===== src/rtl/thermal_opp_pkg.sv =====
package thermal_opp_pkg;

    typedef enum logic [2:0] {
        SEQ_IDLE,
        SEQ_DOWN,
        SEQ_HOLD,
        SEQ_HYST,
        SEQ_UP
    } seq_state_e;

    // Clamp a requested throttle point into the legal range 1 .. npts-1
    function automatic int clamp_point(input int req, input int npts);
        if (req < 1)
            return 1;
        if (req > npts - 1)
            return npts - 1;
        return req;
    endfunction

    // Table entry generators: higher index means lower frequency and voltage
    function automatic int ratio_of(input int idx, input int top, input int dec);
        return top - idx * dec;
    endfunction

    function automatic int vid_of(input int idx, input int top, input int dec);
        return top - idx * dec;
    endfunction

endpackage


===== src/rtl/thermal_opp_hyst.sv =====
module thermal_opp_hyst #(
    parameter int HYST_W = 12
) (
    input  logic              clk,
    input  logic              rst,
    input  logic              run,
    input  logic [HYST_W-1:0] dly,
    output logic              done
);
    logic [HYST_W-1:0] cnt;

    always_ff @(posedge clk) begin
        if (rst || !run)
            cnt <= '0;
        else if (cnt != dly)
            cnt <= cnt + 1'b1;
    end

    assign done = run && (cnt == dly);


    cnt_advance_chk: assert property (@(posedge clk) disable iff (rst)
        (run && !done) |=> ((cnt == $past(cnt) + 1'b1) || (cnt == '0)));

endmodule


===== src/rtl/thermal_opp_step.sv =====
module thermal_opp_step
    import thermal_opp_pkg::*;
#(
    parameter int NPTS  = 6,
    parameter int IDX_W = 3
) (
    input  logic             clk,
    input  logic             rst,
    input  logic             over_temp,
    input  logic             vr_ack,
    input  logic [IDX_W-1:0] tgt_sel,
    input  logic             hyst_done,
    output logic             in_hyst,
    output logic [IDX_W-1:0] fidx,
    output logic [IDX_W-1:0] vidx,
    output logic             busy
);
    seq_state_e       state;
    logic [IDX_W-1:0] tgt_q;

    always_ff @(posedge clk) begin
        if (rst) begin
            state <= SEQ_IDLE;
            fidx  <= '0;
            vidx  <= '0;
            busy  <= 1'b0;
            tgt_q <= '0;
        end else begin
            if (busy && vr_ack)
                busy <= 1'b0;
            unique case (state)
                SEQ_IDLE: begin
                    if (over_temp) begin
                        tgt_q <= tgt_sel;
                        fidx  <= tgt_sel;
                        state <= SEQ_DOWN;
                    end
                end
                SEQ_DOWN: begin
                    if (!busy) begin
                        if (vidx < fidx) begin
                            vidx <= vidx + 1'b1;
                            busy <= 1'b1;
                        end else begin
                            state <= SEQ_HOLD;
                        end
                    end
                end
                SEQ_HOLD: begin
                    if (!over_temp)
                        state <= SEQ_HYST;
                end
                SEQ_HYST: begin
                    if (over_temp)
                        state <= SEQ_HOLD;
                    else if (hyst_done)
                        state <= SEQ_UP;
                end
                SEQ_UP: begin
                    if (over_temp) begin
                        fidx  <= tgt_q;
                        state <= SEQ_DOWN;
                    end else if (!busy) begin
                        if (vidx != fidx)
                            fidx <= vidx;
                        else if (fidx == '0)
                            state <= SEQ_IDLE;
                        else begin
                            vidx <= vidx - 1'b1;
                            busy <= 1'b1;
                        end
                    end
                end
                default: state <= SEQ_IDLE;
            endcase
        end
    end

    assign in_hyst = (state == SEQ_HYST);


    volt_covers_ratio_chk: assert property (@(posedge clk) disable iff (rst)
        vidx <= fidx);


    vid_single_step_chk: assert property (@(posedge clk) disable iff (rst)
        !$stable(vidx) |-> ((vidx == $past(vidx) + 1'b1) || (vidx + 1'b1 == $past(vidx))));


    wait_for_ack_chk: assert property (@(posedge clk) disable iff (rst)
        (busy && !vr_ack) |=> $stable(vidx));


    ratio_before_volt_chk: assert property (@(posedge clk) disable iff (rst)
        (state == SEQ_IDLE && over_temp) |=> (fidx == $past(tgt_sel) && vidx == '0));


    hyst_abort_chk: assert property (@(posedge clk) disable iff (rst)
        (state == SEQ_HYST && over_temp) |=> (state == SEQ_HOLD));


    climb_reverse_chk: assert property (@(posedge clk) disable iff (rst)
        (state == SEQ_UP && over_temp) |=> (state == SEQ_DOWN && fidx == $past(tgt_q)));


    stray_ack_chk: assert property (@(posedge clk) disable iff (rst)
        (state == SEQ_HOLD && !busy && vr_ack) |=> ($stable(vidx) && !busy));

endmodule


===== src/rtl/thermal_opp_map.sv =====
module thermal_opp_map
    import thermal_opp_pkg::*;
#(
    parameter int NPTS      = 6,
    parameter int IDX_W     = 3,
    parameter int RATIO_W   = 8,
    parameter int VID_W     = 8,
    parameter int RATIO_TOP = 36,
    parameter int RATIO_DEC = 4,
    parameter int VID_TOP   = 160,
    parameter int VID_DEC   = 2
) (
    input  logic [IDX_W-1:0]   fidx,
    input  logic [IDX_W-1:0]   vidx,
    output logic [RATIO_W-1:0] ratio,
    output logic [VID_W-1:0]   vid
);
    logic [RATIO_W-1:0] ratio_tab [NPTS];
    logic [VID_W-1:0]   vid_tab   [NPTS];

    for (genvar g = 0; g < NPTS; g++) begin : g_point
        assign ratio_tab[g] = RATIO_W'(ratio_of(g, RATIO_TOP, RATIO_DEC));
        assign vid_tab[g]   = VID_W'(vid_of(g, VID_TOP, VID_DEC));
    end

    always_comb begin
        ratio = ratio_tab[0];
        vid   = vid_tab[0];
        for (int i = 0; i < NPTS; i++) begin
            if (fidx == IDX_W'(i))
                ratio = ratio_tab[i];
            if (vidx == IDX_W'(i))
                vid = vid_tab[i];
        end
    end

endmodule


===== src/rtl/thermal_opp_seq.sv =====
module thermal_opp_seq
    import thermal_opp_pkg::*;
#(
    parameter int NPTS      = 6,
    parameter int RATIO_W   = 8,
    parameter int VID_W     = 8,
    parameter int HYST_W    = 12,
    parameter int RATIO_TOP = 36,
    parameter int RATIO_DEC = 4,
    parameter int VID_TOP   = 160,
    parameter int VID_DEC   = 2,
    localparam int IDX_W    = $clog2(NPTS)
) (
    input  logic               clk,
    input  logic               rst,
    input  logic               over_temp,
    input  logic               vr_ack,
    input  logic [IDX_W-1:0]   tgt_pt,
    input  logic [HYST_W-1:0]  hyst_dly,
    output logic [RATIO_W-1:0] core_ratio,
    output logic [VID_W-1:0]   vid_code,
    output logic               vr_busy,
    output logic               throttle_act
);
    logic [IDX_W-1:0] tgt_sel;
    logic [IDX_W-1:0] fidx;
    logic [IDX_W-1:0] vidx;
    logic             in_hyst;
    logic             hyst_done;

    // legalise the target before it is captured
    assign tgt_sel = IDX_W'(clamp_point(int'(tgt_pt), NPTS));

    thermal_opp_step #(
        .NPTS  (NPTS),
        .IDX_W (IDX_W)
    ) u_step (
        .clk       (clk),
        .rst       (rst),
        .over_temp (over_temp),
        .vr_ack    (vr_ack),
        .tgt_sel   (tgt_sel),
        .hyst_done (hyst_done),
        .in_hyst   (in_hyst),
        .fidx      (fidx),
        .vidx      (vidx),
        .busy      (vr_busy)
    );

    thermal_opp_hyst #(
        .HYST_W (HYST_W)
    ) u_hyst (
        .clk  (clk),
        .rst  (rst),
        .run  (in_hyst),
        .dly  (hyst_dly),
        .done (hyst_done)
    );

    thermal_opp_map #(
        .NPTS      (NPTS),
        .IDX_W     (IDX_W),
        .RATIO_W   (RATIO_W),
        .VID_W     (VID_W),
        .RATIO_TOP (RATIO_TOP),
        .RATIO_DEC (RATIO_DEC),
        .VID_TOP   (VID_TOP),
        .VID_DEC   (VID_DEC)
    ) u_map (
        .fidx  (fidx),
        .vidx  (vidx),
        .ratio (core_ratio),
        .vid   (vid_code)
    );


    assign throttle_act = (fidx != '0) || (vidx != '0) || in_hyst;


    reset_point_chk: assert property (@(posedge clk)
        rst |=> (!vr_busy && !throttle_act));

endmodule


===== config.mk =====
export PLATFORM = sky130hd
export DESIGN_NAME = thermal_opp_seq
export DESIGN_NICKNAME = d
export VERILOG_FILES = /design/src/rtl/thermal_opp_pkg.sv /design/src/rtl/thermal_opp_hyst.sv /design/src/rtl/thermal_opp_step.sv /design/src/rtl/thermal_opp_map.sv /design/src/rtl/thermal_opp_seq.sv
export SDC_FILE = /design/constraint.sdc
export NUM_CORES = 1
export LEC_CHECK = 0
export BUFFER_PORTS_ARGS = -buffer_cell sky130_fd_sc_hd__buf_2
export CAP_MARGIN = 20
export CORE_MARGIN = 1.5
export CORE_UTILIZATION = 55
export DETAILED_ROUTE_END_ITERATION = 16
export MAX_ROUTING_LAYER = met4
export PLACE_DENSITY_LB_ADDON = 0.12
export SLEW_MARGIN = 10
export SYNTH_ARGS = -nofsm -noshare
export SYNTH_HDL_FRONTEND = slang
export SYNTH_SLANG_ARGS = --single-unit

===== constraint.sdc =====
create_clock -name clk -period 2.35 [get_ports clk]
set_clock_uncertainty 0.15 [all_clocks]
set_input_delay 0.1175 -clock clk [delete_from_list [all_inputs] [get_ports clk]]
set_output_delay 0.1175 -clock clk [all_outputs]
set_load 0.05 [all_outputs]

# ---- Word-level counts from Yosys, hierarchy flattened
# Cells that the tools add are included.
dict set report totals {
  reg_bits 25
  inputBits 19
  elab_cells 107
}
dict set report classes {
  n_addsub 3
  magnitude_cmp 3
  eq_ne 31
  mux 48
  n_reduce_logical 16
}
# cell n
set ops {}
lappend ops {{3-bit two-way mux} 24}
lappend ops {{6-bit two-way mux} 9}
lappend ops {{3-bit by 2-bit == test with 1-bit output (second input constant)} 6}
lappend ops {{2-bit != test (second input constant)} 8}
lappend ops {{3-bit == test (second input constant)} 5}
lappend ops {{3-bit case mux with 5 select lines} 1}
lappend ops {{12-bit by 1-bit adder with 12-bit output (second input constant)} 1}
lappend ops {{12-bit == test} 1}
lappend ops {{12-bit != test} 1}
lappend ops {{3-bit case mux with 2 select lines} 2}
lappend ops {{1-bit two-way mux} 11}
lappend ops {{3-bit by 1-bit == test with 1-bit output (second input constant)} 3}
lappend ops {{3-bit by 2-bit != test with 1-bit output (second input constant)} 3}
lappend ops {{8-bit AND reduction} 1}
lappend ops {{7-bit AND reduction} 1}
lappend ops {{3-bit zero test} 2}
lappend ops {{3-bit != test (second input constant)} 2}
lappend ops {{3-bit nonzero test} 2}
lappend ops {{4-bit AND reduction} 1}
lappend ops {{2-bit nonzero test} 2}
lappend ops {{3-bit by 1-bit adder with 3-bit output (second input constant)} 1}
lappend ops {{3-bit > comparator (second input constant)} 1}
lappend ops {{1-bit logical OR} 3}
lappend ops {{3-bit by 1-bit less-than comparator with 1-bit output (second input constant)} 1}
lappend ops {{8 further kinds} 9}

# ---- Logic depth before layout (Yosys ltp)
dict set report logic_depth {
  ltp_word 7
  mapped_depth 8
  ltp_nobuf 7
}

# ---- Modules after synthesis
# A second synthesis with hierarchy kept.
dict set report unflattened {
  cells_unflattened 212
  area_unflattened_um2 1762.9
}
# module instances cells_per_inst area_per_inst_um2
set by_module_without_submodules {}
lappend by_module_without_submodules {thermal_opp_step 1 102 875.8}
lappend by_module_without_submodules {thermal_opp_hyst 1 81 704.4}
lappend by_module_without_submodules {thermal_opp_map 1 22 143.9}
lappend by_module_without_submodules {thermal_opp_seq 1 7 38.8}

# ---- Worst setup path before layout
# OpenSTA, ideal clock, no wires.
dict set report synth_timing {
  path_kind {flip-flop to output port}
  start {reg u_step.vidx[2]}
  end {out vid_code[4]}
  arrival_ns 4.452
  required_ns 2.082
  path_slack_ns -2.370
  path_stages_with_launch 6
  cell_sequence {dfxtp_1 > clkbuf_1 > inv_1 > ha_1 > a2111oi_0 > inv_1}
}
dict set report synth_between {
  elab_chain_len 6
}
# item line
set synth_lines {}
lappend synth_lines {{start: declaration} thermal_opp_step.sv:15} ;# output logic [IDX_W-1:0] vidx,
lappend synth_lines {{start signal: assignment} thermal_opp_step.sv:42} ;# vidx <= vidx + 1'b1;
lappend synth_lines {{start signal: assignment} thermal_opp_step.sv:69} ;# vidx <= vidx - 1'b1;
lappend synth_lines {{3-bit by 1-bit == test with 1-bit output} thermal_opp_map.sv:32} ;# if (vidx == IDX_W'(i))
lappend synth_lines {{6-bit two-way mux (4 in series)} thermal_opp_map.sv:32}
lappend synth_lines {{6-bit two-way mux *} thermal_opp_map.sv:32}
lappend synth_lines {{end: declaration} thermal_opp_seq.sv:21} ;# output logic [VID_W-1:0] vid_code,
# Every way passes the cells marked *; elsewhere a longest branch is shown, timed or not.

# ---- Worst setup path in the final report
dict set report layout_timing {
  start {reg u_step.state[0]}
  end {reg u_step.tgt_q[2]}
}
dict set report layout_between {
  elab_chain_len 2
}
# item line
set layout_lines {}
lappend layout_lines {{start: declaration} thermal_opp_step.sv:18} ;# seq_state_e state;
lappend layout_lines {{start signal: assignment} thermal_opp_step.sv:23} ;# state <= SEQ_IDLE;
lappend layout_lines {{start signal: assignment} thermal_opp_step.sv:36} ;# state <= SEQ_DOWN;
lappend layout_lines {{start signal: assignment} thermal_opp_step.sv:45} ;# state <= SEQ_HOLD;
lappend layout_lines {{3-bit zero test} thermal_opp_step.sv:31} ;# unique case (state)
lappend layout_lines {{2-bit AND reduction (no source line)} --}
lappend layout_lines {{end signal: assignment} thermal_opp_step.sv:34} ;# tgt_q <= tgt_sel;
lappend layout_lines {{end: declaration} thermal_opp_step.sv:19} ;# logic [IDX_W-1:0] tgt_q;
# No other way between the ends.
# A chain may end at the register's enable or synchronous reset.

==> results.md <==
* Status: finished, final reports clean
* Clock share of power at 14.8%
* Int Power at 0.000734 W
* Worst r2r path cells at 5
* CORE AREA at 3080 µm²
* GRT overflow at 0
* Endpoint type of the worst setup path: flop
* Clock transition at path regs at 140 ps
* Port Buffers at 29
* Vias in the first global route at 1407
* Fin crit period at 2240 ps
* Final Cycle Share at 95.1%
* FFs w/ async S/R, synth at 0%
* MaxCap Viol Count at 0
* Reg2Reg Capture Point: u_step.tgt_q[2]
* Chip height at 60.0 µm
* Crit path from: u_step.state[0]
* Synth unique cells at 47
* Max-slew violation count at 0
* Final #Nets at 284
* Routability cong. at 0.891
* Top Family by Delay on Critical Path: buffers and inverters
* Syn avg cell area at 8.07 µm²
* Reg2Reg Setup Slack at 110 ps
* Post-synth EDFFs at 0
* Number of H-tree levels at 1
* Worst skew pair latency at 320 ps
* CTS tree: done
* Clk root buf: clkbuf_4
* Hpwl dp at 2750 µm
* Post-CTS Setup Inserts at 0
* Largest net degree at the start of global routing at 25
* Antenna violations before repair at 0
* Final wirelength at 3740 µm
* Initial Utilization at 58.0%
* Endpoints failing setup at 0
* Syn Inst Count at 221
* Final hold violation count at 0
* Vias per inst at 5.62
* Unrepaired setup endpoints after global routing: no
* WP data required at 2420 ps
* Power, Total at 0.00133 W
* Router iterations before antenna repair at 4
* DRT antenna net count at 0
* Setup TNS at 0 ps
* Vias at 1674
* Seq/Total Area, Yosys at 28.1%
* Slew headroom at 63.3%
* Reg2reg start: u_step.state[0]
* Max IR drop VDD at 0.000473 V
* Ranking of synthesized cells by area: dfxtp_1, xnor2_1, ha_1
* Critical Path Sink: u_step.tgt_q[2]
* Worst Tran Pin Value at 549 ps
* First-pass GRT wire length at 6270 µm
* Sw Pwr at 0.000593 W
* Clock buffer count from CTS at 3
* Die width at 60.0 µm
* Clock Sinks at 25
* Main synth FF type: dfxtp_1
* Combinational Power Share at 47.4%
* Antenna cells at 0
* Remaining DRCs at 0
* Crit path DAT at 2300 ps
* # IOs at 37
* Power Density at 649 nW/µm²
* Crit path max fanout at 9
* Hold crit path type: in2reg
* Clk buf depth at 2
* Synthesized area at 1780 µm²
* Levels on crit path at 5
* Share of the synthesized area in the top cell type at 28.1%
* Synth warn at 0
* Num rows at 20
* Fmax at 447 MHz
* Reg power frac at 37.8%
* Fraction of layout instances using a drive strength above 1 at 20.5%
* CP max stage cell: dlygate4sd3_1
* Area Overhead vs Synth at 14.5%
* Critical path buffers and inverters at 2
* CP Launch Type: flop
* Hold path start: tgt_pt[1]
* Sw frac at 44.7%
* Per-cell routed wire length at 12.5 µm
* Crit path cell chain: buf_4 -> nor4b_2 -> mux2i_1 -> nor2_1 -> dlygate4sd3_1
* Lkg Pwr at 0.792 nW
* FF+latch count, synth at 25
* Initial drt markers at 63
* Max incr delay on CP at 560 ps
* Die area at 3590 µm²
* Setup CP Type: reg2reg
* Total GRT Usage at 23.3%
* Area leader, netlist: dfxtp_1
==> per-layer routing <==
layer	global-route usage, %	wire length, µm	vias up
met3	5.19	219	12
met1	32.9	1840	753
met4	6.03	50	0
met2	33.5	1630	59
li1	-	-	850
met5	-	0	-
==> worst min-delay path by stage <==
stage	cells past startpoint	endpoint
2_1_floorplan	1	u_step.fidx[1]
3_3_place_gp	3	u_step.tgt_q[2]
3_5_place_dp	3	u_step.tgt_q[2]
4_1_cts	4	u_step.tgt_q[0]
5_1_grt	4	u_step.fidx[1]
6_report	4	u_step.tgt_q[0]
==> cells in the mapped netlist (2+ instances only) <==
library cell  instances
nor2b_1               4
clkbuf_1              3
dfxtp_1              25
conb_1                2
nor2_1               19
a311oi_1              4
or4_1                 4
a31oi_1               3
o21ai_0              14
ha_1                 10
nand2b_1              2
buf_2                 5
mux2i_1               6
buf_4                 8
a21oi_1              18
nand3_1               6
o31ai_1               4
inv_1                10
nand2_1              12
nor4b_2               2
o21bai_1              2
or2_2                 4
and3_1                2
or3_1                 7
nor3_1                3
nand4_1               7
xnor2_1              15
==> flip-flops by register name, indices dropped and copies added (netlist names) <==
name,cells
u_step.fidx,3
u_step.state,3
u_hyst.cnt,12
u_step.busy,1
u_step.tgt_q,3
u_step.vidx,3
==> power groups by stage <==
stage               sequential, W  clock (W)  combinational, W
finish                   0.000501   0.000197          0.000629
global route             0.000506   0.000225          0.000683
CTS                      0.000500   0.000207          0.000625
detailed placement       0.000509          0          0.000615
global placement         0.000509          0          0.000611
floorplan                0.000494          0          0.000509
==> layout by cell type, fill, tap and decap left out, types with 3 or more instances in the layout <==
cell type and count:
nor3_1 3, nor2b_1 4, buf_2 29, inv_1 10, a31oi_1 3, o31ai_1 4, dlygate4sd3_1 5, a311oi_1 4
nor2_1 19, nand4_1 7, ha_1 10, conb_1 7, nand2_1 12, or3_1 7, clkbuf_4 3, nand3_1 6
buf_4 7, xnor2_1 15, or2_2 4, mux2i_1 6, dfxtp_1 25, or4_1 4, o21ai_0 13, a21oi_1 18
==> repair_timing <==
item | 4_1_cts | 5_1_grt
endpoints found under the hold margin | 8 | 0
endpoints found under the setup margin | 0 | 3
hold buffers | 5 | 0
gates resized for setup | 0 | 1
==> worst register-to-register path: cells and delay by family, from the launching register on <==
kind | cells | cell delay, ps
AND/OR/NAND/NOR | 2 | 570
buffers and inverters | 2 | 750
flip-flops | 1 | 420
multiplexers | 1 | 240
==> kinds of logic (layout without fill, tap and decap cells) <==
group / Yosys count / in the layout / share of synthesized area, %
AND/OR/NAND/NOR: 80 / 80 / 25.6
adder cells (fa/ha/maj): 10 / 10 / 7.01
multiplexers: 6 / 6 / 3.37
AO/OA/AOI/OAI: 55 / 55 / 19.6
XOR/XNOR: 16 / 16 / 7.85
flip-flops: 25 / 25 / 28.1
other: 2 / 7 / 0.421
buffers and inverters: 27 / 55 / 8.13
==> layout make-up <==
class / count / area (µm²)
tap: 44 / 55.1
multi-input combinational: 174 / 1180
timing repair buffer: 41 / 248
fill: 276 / 1030
clock buffer: 4 / 26.3
inverter: 10 / 37.5
sequential: 25 / 500
==> metrics by stage <==
| stage | worst slack, ps | cells | hold WS (ps) | utilization [%] | cell area [µm²] |
|---|---|---|---|---|---|
| after detailed placement | 138 | 289 | 280 | 63.9 | 1970 |
| after global placement | 240 | 289 | 274 | 63.9 | 1970 |
| after floorplan | 5.56 | 226 | 39.6 | - | 1820 |
| final | 114 | 298 | 80.2 | 66.4 | 2040 |
| after global routing | 12.4 | 298 | 81.5 | 66.4 | 2040 |
| after CTS | 99.8 | 298 | 43.7 | 66.4 | 2040 |
(Power assumes the default switching activity.)
